--- config.mk ---
export PLATFORM = sky130hd
export DESIGN_NAME = mdu_unit
export DESIGN_NICKNAME = d
export VERILOG_FILES = /design/src/rtl/mdu_pkg.sv /design/src/rtl/mdu_mult.sv /design/src/rtl/mdu_mstep.sv /design/src/rtl/mdu_divider.sv /design/src/rtl/mdu_unit.sv
export SDC_FILE = /design/constraint.sdc
export NUM_CORES = 2
export LEC_CHECK = 0
export BUFFER_PORTS_ARGS = -buffer_cell sky130_fd_sc_hd__buf_2
export CORE_MARGIN = 4
export CORE_UTILIZATION = 53
export CTS_CLUSTER_DIAMETER = 80
export DETAILED_ROUTE_END_ITERATION = 7
export PLACE_DENSITY_LB_ADDON = 0.1
export SYNTH_ARGS = -nofsm -noshare
export SYNTH_HDL_FRONTEND = slang
export SYNTH_HIERARCHICAL = 1
export SYNTH_SLANG_ARGS = --single-unit
--- constraint.sdc ---
create_clock -name clk -period 11.7 [get_ports clk]
set_input_delay 0.585 -clock clk [delete_from_list [all_inputs] [get_ports clk]]
set_output_delay 0.585 -clock clk [all_outputs]
set_load 0.05 [all_outputs]
--- src/rtl/mdu_pkg.sv ---
package mdu_pkg;

    typedef enum logic [2:0] {
        OP_UMUL  = 3'd0,
        OP_SMUL  = 3'd1,
        OP_MSTEP = 3'd2,
        OP_UDIV  = 3'd3,
        OP_SDIV  = 3'd4,
        OP_LOADY = 3'd5
    } mdu_op_e;

    typedef struct packed {
        logic n;
        logic z;
        logic v;
        logic c;
    } cc_t;

    function automatic logic op_is_div(input logic [2:0] opc);
        return (opc == OP_UDIV) || (opc == OP_SDIV);
    endfunction

    function automatic logic op_is_known(input logic [2:0] opc);
        return opc <= 3'd5;
    endfunction

    function automatic cc_t cc_make(input logic n, input logic z,
                                    input logic v, input logic c);
        cc_t r;
        r.n = n;
        r.z = z;
        r.v = v;
        r.c = c;
        return r;
    endfunction

endpackage

--- src/rtl/mdu_mult.sv ---
module mdu_mult #(
    parameter int unsigned W = 32
) (
    input  logic         signed_mode,
    input  logic [W-1:0] a,
    input  logic [W-1:0] b,
    output logic [W-1:0] lo,
    output logic [W-1:0] hi
);
    localparam int unsigned DW = 2 * W;

    logic [DW-1:0] prod_u;
    logic [W-1:0]  fix_a;
    logic [W-1:0]  fix_b;

    // Unsigned product, then two's-complement correction of the high half.
    always_comb begin
        prod_u = {{W{1'b0}}, a} * {{W{1'b0}}, b};
        fix_a  = (signed_mode && a[W-1]) ? b : '0;
        fix_b  = (signed_mode && b[W-1]) ? a : '0;
        lo     = prod_u[W-1:0];
        hi     = prod_u[DW-1:W] - fix_a - fix_b;
    end

endmodule

--- src/rtl/mdu_mstep.sv ---
module mdu_mstep
    import mdu_pkg::*;
#(
    parameter int unsigned W = 32
) (
    input  logic         n_in,
    input  logic         v_in,
    input  logic [W-1:0] a,
    input  logic [W-1:0] b,
    input  logic [W-1:0] y,
    output logic [W-1:0] sum,
    output logic [W-1:0] y_next,
    output cc_t          cc
);
    logic [W-1:0] op1;
    logic [W-1:0] addend;
    logic [W:0]   wide;
    logic         ovf;

    always_comb begin
        op1    = {n_in ^ v_in, a[W-1:1]};
        addend = y[0] ? b : '0;
        wide   = {1'b0, op1} + {1'b0, addend};
        sum    = wide[W-1:0];
        ovf    = (op1[W-1] == addend[W-1]) && (wide[W-1] != op1[W-1]);
        cc     = cc_make(wide[W-1], (wide[W-1:0] == '0), ovf, wide[W]);
        y_next = {a[0], y[W-1:1]};
    end

endmodule

--- src/rtl/mdu_divider.sv ---
module mdu_divider #(
    parameter int unsigned W = 32
) (
    input  logic         clk,
    input  logic         rst,
    input  logic         go,
    input  logic         sgn,
    input  logic [W-1:0] hi,
    input  logic [W-1:0] lo,
    input  logic [W-1:0] dsr,
    output logic         busy,
    output logic         fin,
    output logic         ovf,
    output logic [W-1:0] quo
);
    localparam int unsigned DW = 2 * W;
    localparam int unsigned CW = $clog2(DW);
    localparam logic [CW-1:0] LAST = CW'(DW - 1);

    logic [W-1:0]  rem_q;
    logic [W-1:0]  dsr_q;
    logic [DW-1:0] dvd_q;
    logic [CW-1:0] cnt_q;
    logic          busy_q;
    logic          neg_q;
    logic          sgn_q;

    logic [DW-1:0] dvd_in;
    logic [W-1:0]  dsr_in;
    logic [W:0]    trial;
    logic [W:0]    diff;
    logic          ge;
    logic [W-1:0]  rem_nx;
    logic [DW-1:0] dvd_nx;
    logic [DW-1:0] mag_neg;

    // Operand magnitudes for the setup cycle.
    always_comb begin
        dvd_in = {hi, lo};
        if (sgn && hi[W-1]) dvd_in = -{hi, lo};
        dsr_in = dsr;
        if (sgn && dsr[W-1]) dsr_in = -dsr;
    end

    // One restoring step per cycle.
    always_comb begin
        trial  = {rem_q, dvd_q[DW-1]};
        diff   = trial - {1'b0, dsr_q};
        ge     = (trial >= {1'b0, dsr_q});
        rem_nx = ge ? diff[W-1:0] : trial[W-1:0];
        dvd_nx = {dvd_q[DW-2:0], ge};
    end

    // Final sign and saturation applied to the last quotient.
    always_comb begin
        mag_neg = -dvd_nx;
        if (!sgn_q) begin
            ovf = |dvd_nx[DW-1:W];
            quo = ovf ? '1 : dvd_nx[W-1:0];
        end else if (!neg_q) begin
            ovf = |dvd_nx[DW-1:W-1];
            quo = ovf ? '0 : dvd_nx[W-1:0];
        end else begin
            ovf = (|dvd_nx[DW-1:W]) || (dvd_nx[W-1] && (|dvd_nx[W-2:0]));
            quo = ovf ? '1 : mag_neg[W-1:0];
        end
    end

    always_ff @(posedge clk) begin
        if (rst) begin
            rem_q  <= '0;
            dsr_q  <= '0;
            dvd_q  <= '0;
            cnt_q  <= '0;
            busy_q <= 1'b0;
            neg_q  <= 1'b0;
            sgn_q  <= 1'b0;
        end else if (go) begin
            rem_q  <= '0;
            dsr_q  <= dsr_in;
            dvd_q  <= dvd_in;
            cnt_q  <= '0;
            busy_q <= 1'b1;
            sgn_q  <= sgn;
            neg_q  <= sgn && (hi[W-1] ^ dsr[W-1]);
        end else if (busy_q) begin
            rem_q <= rem_nx;
            dvd_q <= dvd_nx;
            cnt_q <= cnt_q + 1'b1;
            if (cnt_q == LAST) busy_q <= 1'b0;
        end
    end

    assign busy = busy_q;
    assign fin  = busy_q && (cnt_q == LAST);

    // a new divide is only launched while idle.
    p_go_when_idle_r11: assert property (@(posedge clk) disable iff (rst)
        go |-> !busy_q);

    // the counter restarts at zero on every launch.
    p_cnt_restart_r9: assert property (@(posedge clk) disable iff (rst)
        go |=> (busy_q && cnt_q == '0));

endmodule

--- src/rtl/mdu_unit.sv ---
module mdu_unit
    import mdu_pkg::*;
#(
    parameter int unsigned W = 32
) (
    input  logic         clk,
    input  logic         rst,
    input  logic         start,
    input  logic [2:0]   op,
    input  logic [W-1:0] a,
    input  logic [W-1:0] b,
    input  logic         n_in,
    input  logic         v_in,
    output logic [W-1:0] result,
    output logic [W-1:0] y_out,
    output logic [3:0]   cc_out,
    output logic         busy,
    output logic         done,
    output logic         div_zero
);
    logic [W-1:0] res_q;
    logic [W-1:0] y_q;
    cc_t          cc_q;
    logic         done_q;
    logic         dz_q;

    logic         accept;
    logic         b_zero;
    logic         div_go;
    mdu_op_e      op_e;

    logic [W-1:0] mul_lo;
    logic [W-1:0] mul_hi;
    logic [W-1:0] ms_sum;
    logic [W-1:0] ms_y;
    cc_t          ms_cc;
    logic         dv_busy;
    logic         dv_fin;
    logic         dv_ovf;
    logic [W-1:0] dv_quo;

    assign op_e   = mdu_op_e'(op);
    assign b_zero = (b == '0);
    assign accept = start && !dv_busy && op_is_known(op);
    assign div_go = accept && op_is_div(op) && !b_zero;

    mdu_mult #(.W(W)) u_mult (
        .signed_mode (op_e == OP_SMUL),
        .a           (a),
        .b           (b),
        .lo          (mul_lo),
        .hi          (mul_hi)
    );

    mdu_mstep #(.W(W)) u_mstep (
        .n_in   (n_in),
        .v_in   (v_in),
        .a      (a),
        .b      (b),
        .y      (y_q),
        .sum    (ms_sum),
        .y_next (ms_y),
        .cc     (ms_cc)
    );

    mdu_divider #(.W(W)) u_div (
        .clk  (clk),
        .rst  (rst),
        .go   (div_go),
        .sgn  (op_e == OP_SDIV),
        .hi   (y_q),
        .lo   (a),
        .dsr  (b),
        .busy (dv_busy),
        .fin  (dv_fin),
        .ovf  (dv_ovf),
        .quo  (dv_quo)
    );

    always_ff @(posedge clk) begin
        if (rst) begin
            res_q  <= '0;
            y_q    <= '0;
            cc_q   <= '0;
            done_q <= 1'b0;
            dz_q   <= 1'b0;
        end else begin
            done_q <= 1'b0;
            if (dv_fin) begin
                res_q  <= dv_quo;
                cc_q   <= cc_make(dv_quo[W-1], (dv_quo == '0), dv_ovf, 1'b0);
                done_q <= 1'b1;
            end else if (accept) begin
                dz_q <= 1'b0;
                case (op_e)
                    OP_UMUL, OP_SMUL: begin
                        res_q  <= mul_lo;
                        y_q    <= mul_hi;
                        cc_q   <= cc_make(mul_lo[W-1], (mul_lo == '0), 1'b0, 1'b0);
                        done_q <= 1'b1;
                    end
                    OP_MSTEP: begin
                        res_q  <= ms_sum;
                        y_q    <= ms_y;
                        cc_q   <= ms_cc;
                        done_q <= 1'b1;
                    end
                    OP_LOADY: begin
                        y_q    <= a;
                        done_q <= 1'b1;
                    end
                    OP_UDIV, OP_SDIV: begin
                        if (b_zero) begin
                            dz_q   <= 1'b1;
                            done_q <= 1'b1;
                        end
                    end
                    default: ;
                endcase
            end
        end
    end

    assign result   = res_q;
    assign y_out    = y_q;
    assign cc_out   = cc_q;
    assign busy     = dv_busy;
    assign done     = done_q;
    assign div_zero = dz_q;

    // completion never overlaps an iteration.
    p_no_done_while_busy_r9: assert property (@(posedge clk) disable iff (rst)
        !(busy && done));

    // the end of an iteration run is the completion cycle.
    p_fall_is_done_r9: assert property (@(posedge clk) disable iff (rst)
        $fell(busy) |-> done);

    // a divide never touches Y.
    p_y_hold_div_r8: assert property (@(posedge clk) disable iff (rst)
        busy |=> $stable(y_out));

    // an iterated divide always clears C.
    p_div_c_clear_r8: assert property (@(posedge clk) disable iff (rst)
        (done && $past(busy)) |-> !cc_out[0]);

    // a zero-divisor report completes at once, without iterating.
    p_dz_immediate_r10: assert property (@(posedge clk) disable iff (rst)
        $rose(div_zero) |-> (done && !busy));

endmodule

* After elaboration in Yosys (flattened, before gate mapping)
Cells that the tools add are included.
Word-level totals: register bits after elaboration 207, input bits 72, output and inout bits 71, logic and storage cells 105
Operators by class: $add $sub $neg 8, multiply operators 1, magnitude comparators 2, equal/unequal tests 8, multiplexer cells 30, bitwise logic cells 3, reduce and logical (&&, ||, !) cells 38
Operators by type and width (count):
- two-way mux 32 bit | 12
- two-way mux 64 bit | 3
- logical NOT 32 bit | 4
- one-hot mux 32 bit (3 select lines) | 1
- subtractor 32 bit | 3
- multiplier 32 x 32 -> 64 bit | 1
- negation 32 bit | 2
- negation 64 bit | 1
- one-hot mux 32 bit (2 select lines) | 1
- adder 32 x 32 -> 33 bit | 1
- greater-or-equal comparator 33 x 32 -> 1 bit | 1
- OR reduction 33 bit | 1
- OR reduction 32 bit | 1
- OR reduction 31 bit | 1
- logical AND 1 bit | 12
- two-way mux 1 bit | 9
- two-way mux 4 bit | 2
- one-hot mux 4 bit (2 select lines) | 1
- OR reduction 2 bit | 4
- adder 6 x 1 -> 6 bit, second input constant | 1
- == test 3 x 2 -> 1 bit, second input constant | 2
- == test 3 bit, second input constant | 2
- == test 6 bit, second input constant | 1
- AND reduction 2 bit | 3
- 14 further kinds | 20

* Logic depth before layout (Yosys ltp)
word-level depth 9, depth in mapped cells 41, depth with buffers taken out 40

* By module
Netlist, hierarchy kept.
Modules (own cells, without submodules):
- mdu_mult | times used 1, cells each 3993, area each 35597.9 µm², seq. area each 0.0 µm²
- mdu_divider | times used 1, cells each 1458, area each 10931.7 µm², seq. area each 2742.6 µm²
- mdu_unit | times used 1, cells each 482, area each 4017.6 µm², seq. area each 1401.3 µm²
- mdu_mstep | times used 1, cells each 339, area each 2352.3 µm², seq. area each 0.0 µm²

* Worst setup path after synthesis
Ideal clock, no wire load.
kind input to register, from input a[31], to register y_q[30] (netlist: y_out[30]), library setup time 0.091 ns, data arrival time 10.265 ns, required time 11.609 ns, path slack 1.344 ns, cell stages on the path 37, buffers on the path 2, path through clkbuf_1 -> clkbuf_1 -> nand2_1 -> fa_1 -> inv_1 -> fa_1 -> fa_1 -> inv_1 -> fa_1 -> inv_1 -> fa_1 -> fa_1 -> fa_1 -> inv_1 -> fa_1 -> inv_1 -> ha_1 -> nand4_1 -> or2_0 -> or4_1 -> or3_1 -> o22ai_1 -> nor2_1 -> xnor2_1 -> fa_1 -> ha_1 -> a21o_1 -> a21o_1 -> or4b_1 -> o22ai_1 -> o21ai_1 -> a2111oi_0 -> o21bai_1 -> a21oi_1 -> xnor2_1 -> nand2_1 -> a311oi_1
Between the ends: cells in the longest elaborated chain, start to end 5, elaborated cells between the ends (all ways) 6, classes of those cells add/sub: 2; mul: 1; mux: 2; reduce/logical: 1
RTL lines:
- from (decl) | RTL line mdu_unit.sv:10 | input logic [W-1:0] a,
- branches (longest 2 deep; another with multiplier 32 x 32 -> 64 bit)
- subtractor 32 bit (*) (2 in a row) | RTL line mdu_mult.sv:22 | hi = prod_u[DW-1:W] - fix_a - fix_b;
- via mul_hi[30] | RTL line mdu_unit.sv:33 | logic [W-1:0] mul_hi;
- one-hot mux 32 bit (3 select lines) (*) | RTL line mdu_unit.sv:95 | case (op_e)
- to (signal assigned) | RTL line mdu_unit.sv:98 | y_q <= mul_hi;
- to (signal assigned) | RTL line mdu_unit.sv:104 | y_q <= ms_y;
- to (decl) | RTL line mdu_unit.sv:22 | logic [W-1:0] y_q;
Mark *: on every way through the listed nets, which the timed path passes. A chain may end at the register's enable or synchronous reset.

* Final worst setup path
from input a[24], to register y_q[31] (netlist: y_out[31])
Between the ends: cells in the longest elaborated chain, start to end 4, elaborated cells between the ends (all ways) 5, classes of those cells add/sub: 2; mul: 1; mux: 2
RTL lines:
- multiplier 32 x 32 -> 64 bit | RTL line mdu_mult.sv:18 | prod_u = {{W{1'b0}}, a} * {{W{1'b0}}, b};
- subtractor 32 bit | RTL line mdu_mult.sv:22
- subtractor 32 bit (*) | RTL line mdu_mult.sv:22
- via mul_hi[31] | RTL line mdu_unit.sv:33
- one-hot mux 32 bit (3 select lines) (*) | RTL line mdu_unit.sv:95
The timed path passes the listed nets; every way through them passes the cells marked *.

==> results by group <==
Outcome
  • Run status: finished clean

Detailed routing
  • Post-DR vias/cell: 5.99
  • DR iter-0 viols: roughly 4000
  • Routed vias: 44711
  • WL/cell: roughly 24 um
  • # DRC: 0
  • Drt pass-1 iters: 6
  • Routed Wire Length: approximately 180000 um
  • DRT antenna net count: 0

Synthesis
  • Post-synthesis sequential area ratio: 0.0783
  • YS warnings: 6
  • Synthesized area: between 50000 and 60000 um^2
  • Synth area leader: fa_1
  • #FFs+latches synth: 207
  • Area contributors post-synth: fa_1, ha_1, dfxtp_1
  • Synth Area per Inst: about 8.4 um^2
  • Number of flops mapped to enable cells by yosys: 0
  • Synth Flop Type: dfxtp_1
  • Mapped Cells: 6272
  • Syn Nets: 7636
  • Yosys top cell area share: 0.352
  • Synth cell types: between 100 and 150
  • Post-synth ARST share: 0
  • Most frequent cells after synthesis: fa_1, inv_1, nand2_1

Setup path
  • Crit path arrival time: 11650 ps
  • Slowest library cell on the worst path: fa_1
  • Crit path top cell by count: fa_1
  • CP Class: in -> reg
  • CP peak stage delay: between 500 and 600 ps
  • Startpoint types: primary input
  • R2R depth: 22
  • Req. time, crit path: 12140 ps
  • Max FO, Critical Path: 16
  • CP Capture Type: flip-flop

Clock network
  • Postcts setup bufs: 0
  • Clock transition at path regs: around 70 ps
  • Cts repair resizes: 0
  • Post-CTS Hold Buffers: 0
  • CTS tree: yes
  • Clk_lat worst skew: about 530 ps
  • H-Tree Depth: 1
  • CTS Root Cell: clkbuf_16
  • Clock buffer depth: 3
  • Clock sinks: 207
  • Num CTS Buffers: 22

Timing
  • Setup TNS Final: 0 ps
  • Max Slew Vio Count: 0
  • Relative slew slack: 0.321
  • Clock skew: between 10 and 15 ps
  • Final Hold Fails: 0
  • Max Freq: just under 0.09 GHz
  • Tcrit/Tclk final: 0.959
  • Final setup vio count: 0
  • RSZ-0062 raised after global routing: no
  • Worst Max-Slew Pin Slew: a little over 1000 ps
  • Tmin final: 11220 ps

Floorplanning
  • Die area: between 100000 and 150000 um^2
  • I/O pin count: approximately 140
  • DIE WIDTH: 324 um
  • Die Ht: roughly 320 um
  • Floorplan Core Area: 98700 um^2
  • # rows: roughly 120
  • Starting Density: 0.536

Place
  • GP Congestion: around 0.99
  • Port Buffers: 142
  • Dpl hpwl: 138000 um

GRT
  • Initial antenna violation count: 9
  • Vias in the first global route: approximately 46000
  • First-pass GRT wire length: roughly 270000 um
  • Total gr overflow: 0
  • All-Layer GR Usage: 0.336
  • Largest net degree at the start of global routing: about 90

Cells and area
  • Area of the multi-input gates: 43400 um^2
  • Fill cells: 9207
  • Area Growth Syn to Fin: 4.56%
  • FF/Latch Area: 4150 um^2
  • Layout Nets: 7522
  • Layout cell share with drive strength beyond 1: 0.0660

Run
  • Total of max-cap violations: 0

Min path
  • Hold depth: 2
  • Hold Crit Class: reg -> reg
cell type report:
class	instances	area share
sequential	207	0.0750
multi-input combinational	4713	0.785
antenna	8	0.000362
clock buffer	26	0.0110
inverter	933	0.0633
tap	1287	0.0291
clock inverter	11	0.00357
timing repair buffer	281	0.0322
sequential cells by signal (all words and copies together), names as in the netlist:
signal and cells:
u_div/dsr_q 32, done 1, u_div/dvd_q 64, u_div/cnt_q 6, u_div/sgn_q 1, u_div/rem_q 32
y_out 32, div_zero 1, result 32, cc_out 4, u_div/busy 1, u_div/neg_q 1
critical path, delay by kind of cell:
| family | cells | cell delay [ps] |
|---|---|---|
| fa+ha+maj | 11 | 5300 |
| simple gates | 6 | 1330 |
| buf+inv | 4 | 930 |
| xor+xnor | 2 | 450 |
| compound gates | 12 | 3010 |
layer usage:
layer  part of all wire  up-vias  wire [um]  global-route usage
met2               0.45     1825      79600               0.538
met3              0.077      267      13500              0.0519
met4              0.033        2       5740              0.0985
met1               0.44    22646      77000               0.475
li1                   -    19971          -                   -
met5           0.000074        -         13                   0
through the flow:
| step | std cells | worst slack, ps | utilization | instance area [um^2] | hold slack (ps) |
|---|---|---|---|---|---|
| after detailed placement | 7421 | 184 | 0.552 | 54500 | 443 |
| final | 7466 | 483 | 0.560 | 55300 | 464 |
| after global routing | 7458 | 6.05 | 0.560 | 55300 | 506 |
| after floorplan | 6272 | 1340 | - | 52900 | 454 |
| after CTS | 7458 | 700 | 0.560 | 55300 | 464 |
| after global placement | 7421 | 280 | 0.552 | 54500 | 440 |
path summary, 6_finish.rpt:
kind	to	slack, ps	startpoint
setup reg to reg	cc_out[2]	5840	u_div/dsr_q[10]
hold reg to reg	div_zero	460	div_zero
setup / recovery	y_out[31]	480	a[24]
hold / removal	div_zero	460	div_zero
cell families after synthesis:
family | after synthesis | share of synthesized area
xor+xnor | 215 | 0.0359
mux | 50 | 0.00965
fa+ha+maj | 1292 | 0.437
compound gates | 1017 | 0.134
flops | 207 | 0.0783
simple gates | 2139 | 0.203
buf+inv | 1352 | 0.101
cell usage in the layout, fill, tap and decap left out, drive strengths merged, types with 51 or more instances in the layout:
master,count
buf,281
nand2,780
xnor2,130
nand4,59
xor2,84
nor4,56
a31oi,54
ha,363
nand3,55
nor2b,71
a21oi,208
fa,929
a21o,101
dfxtp,207
a211oi,137
nor3,51
o21ai,160
inv,932
a311oi,61
and2,611
nor2,294
Power is not shown: default switching activity piles up to over one toggle a cycle in this logic, so the estimate is an artifact.
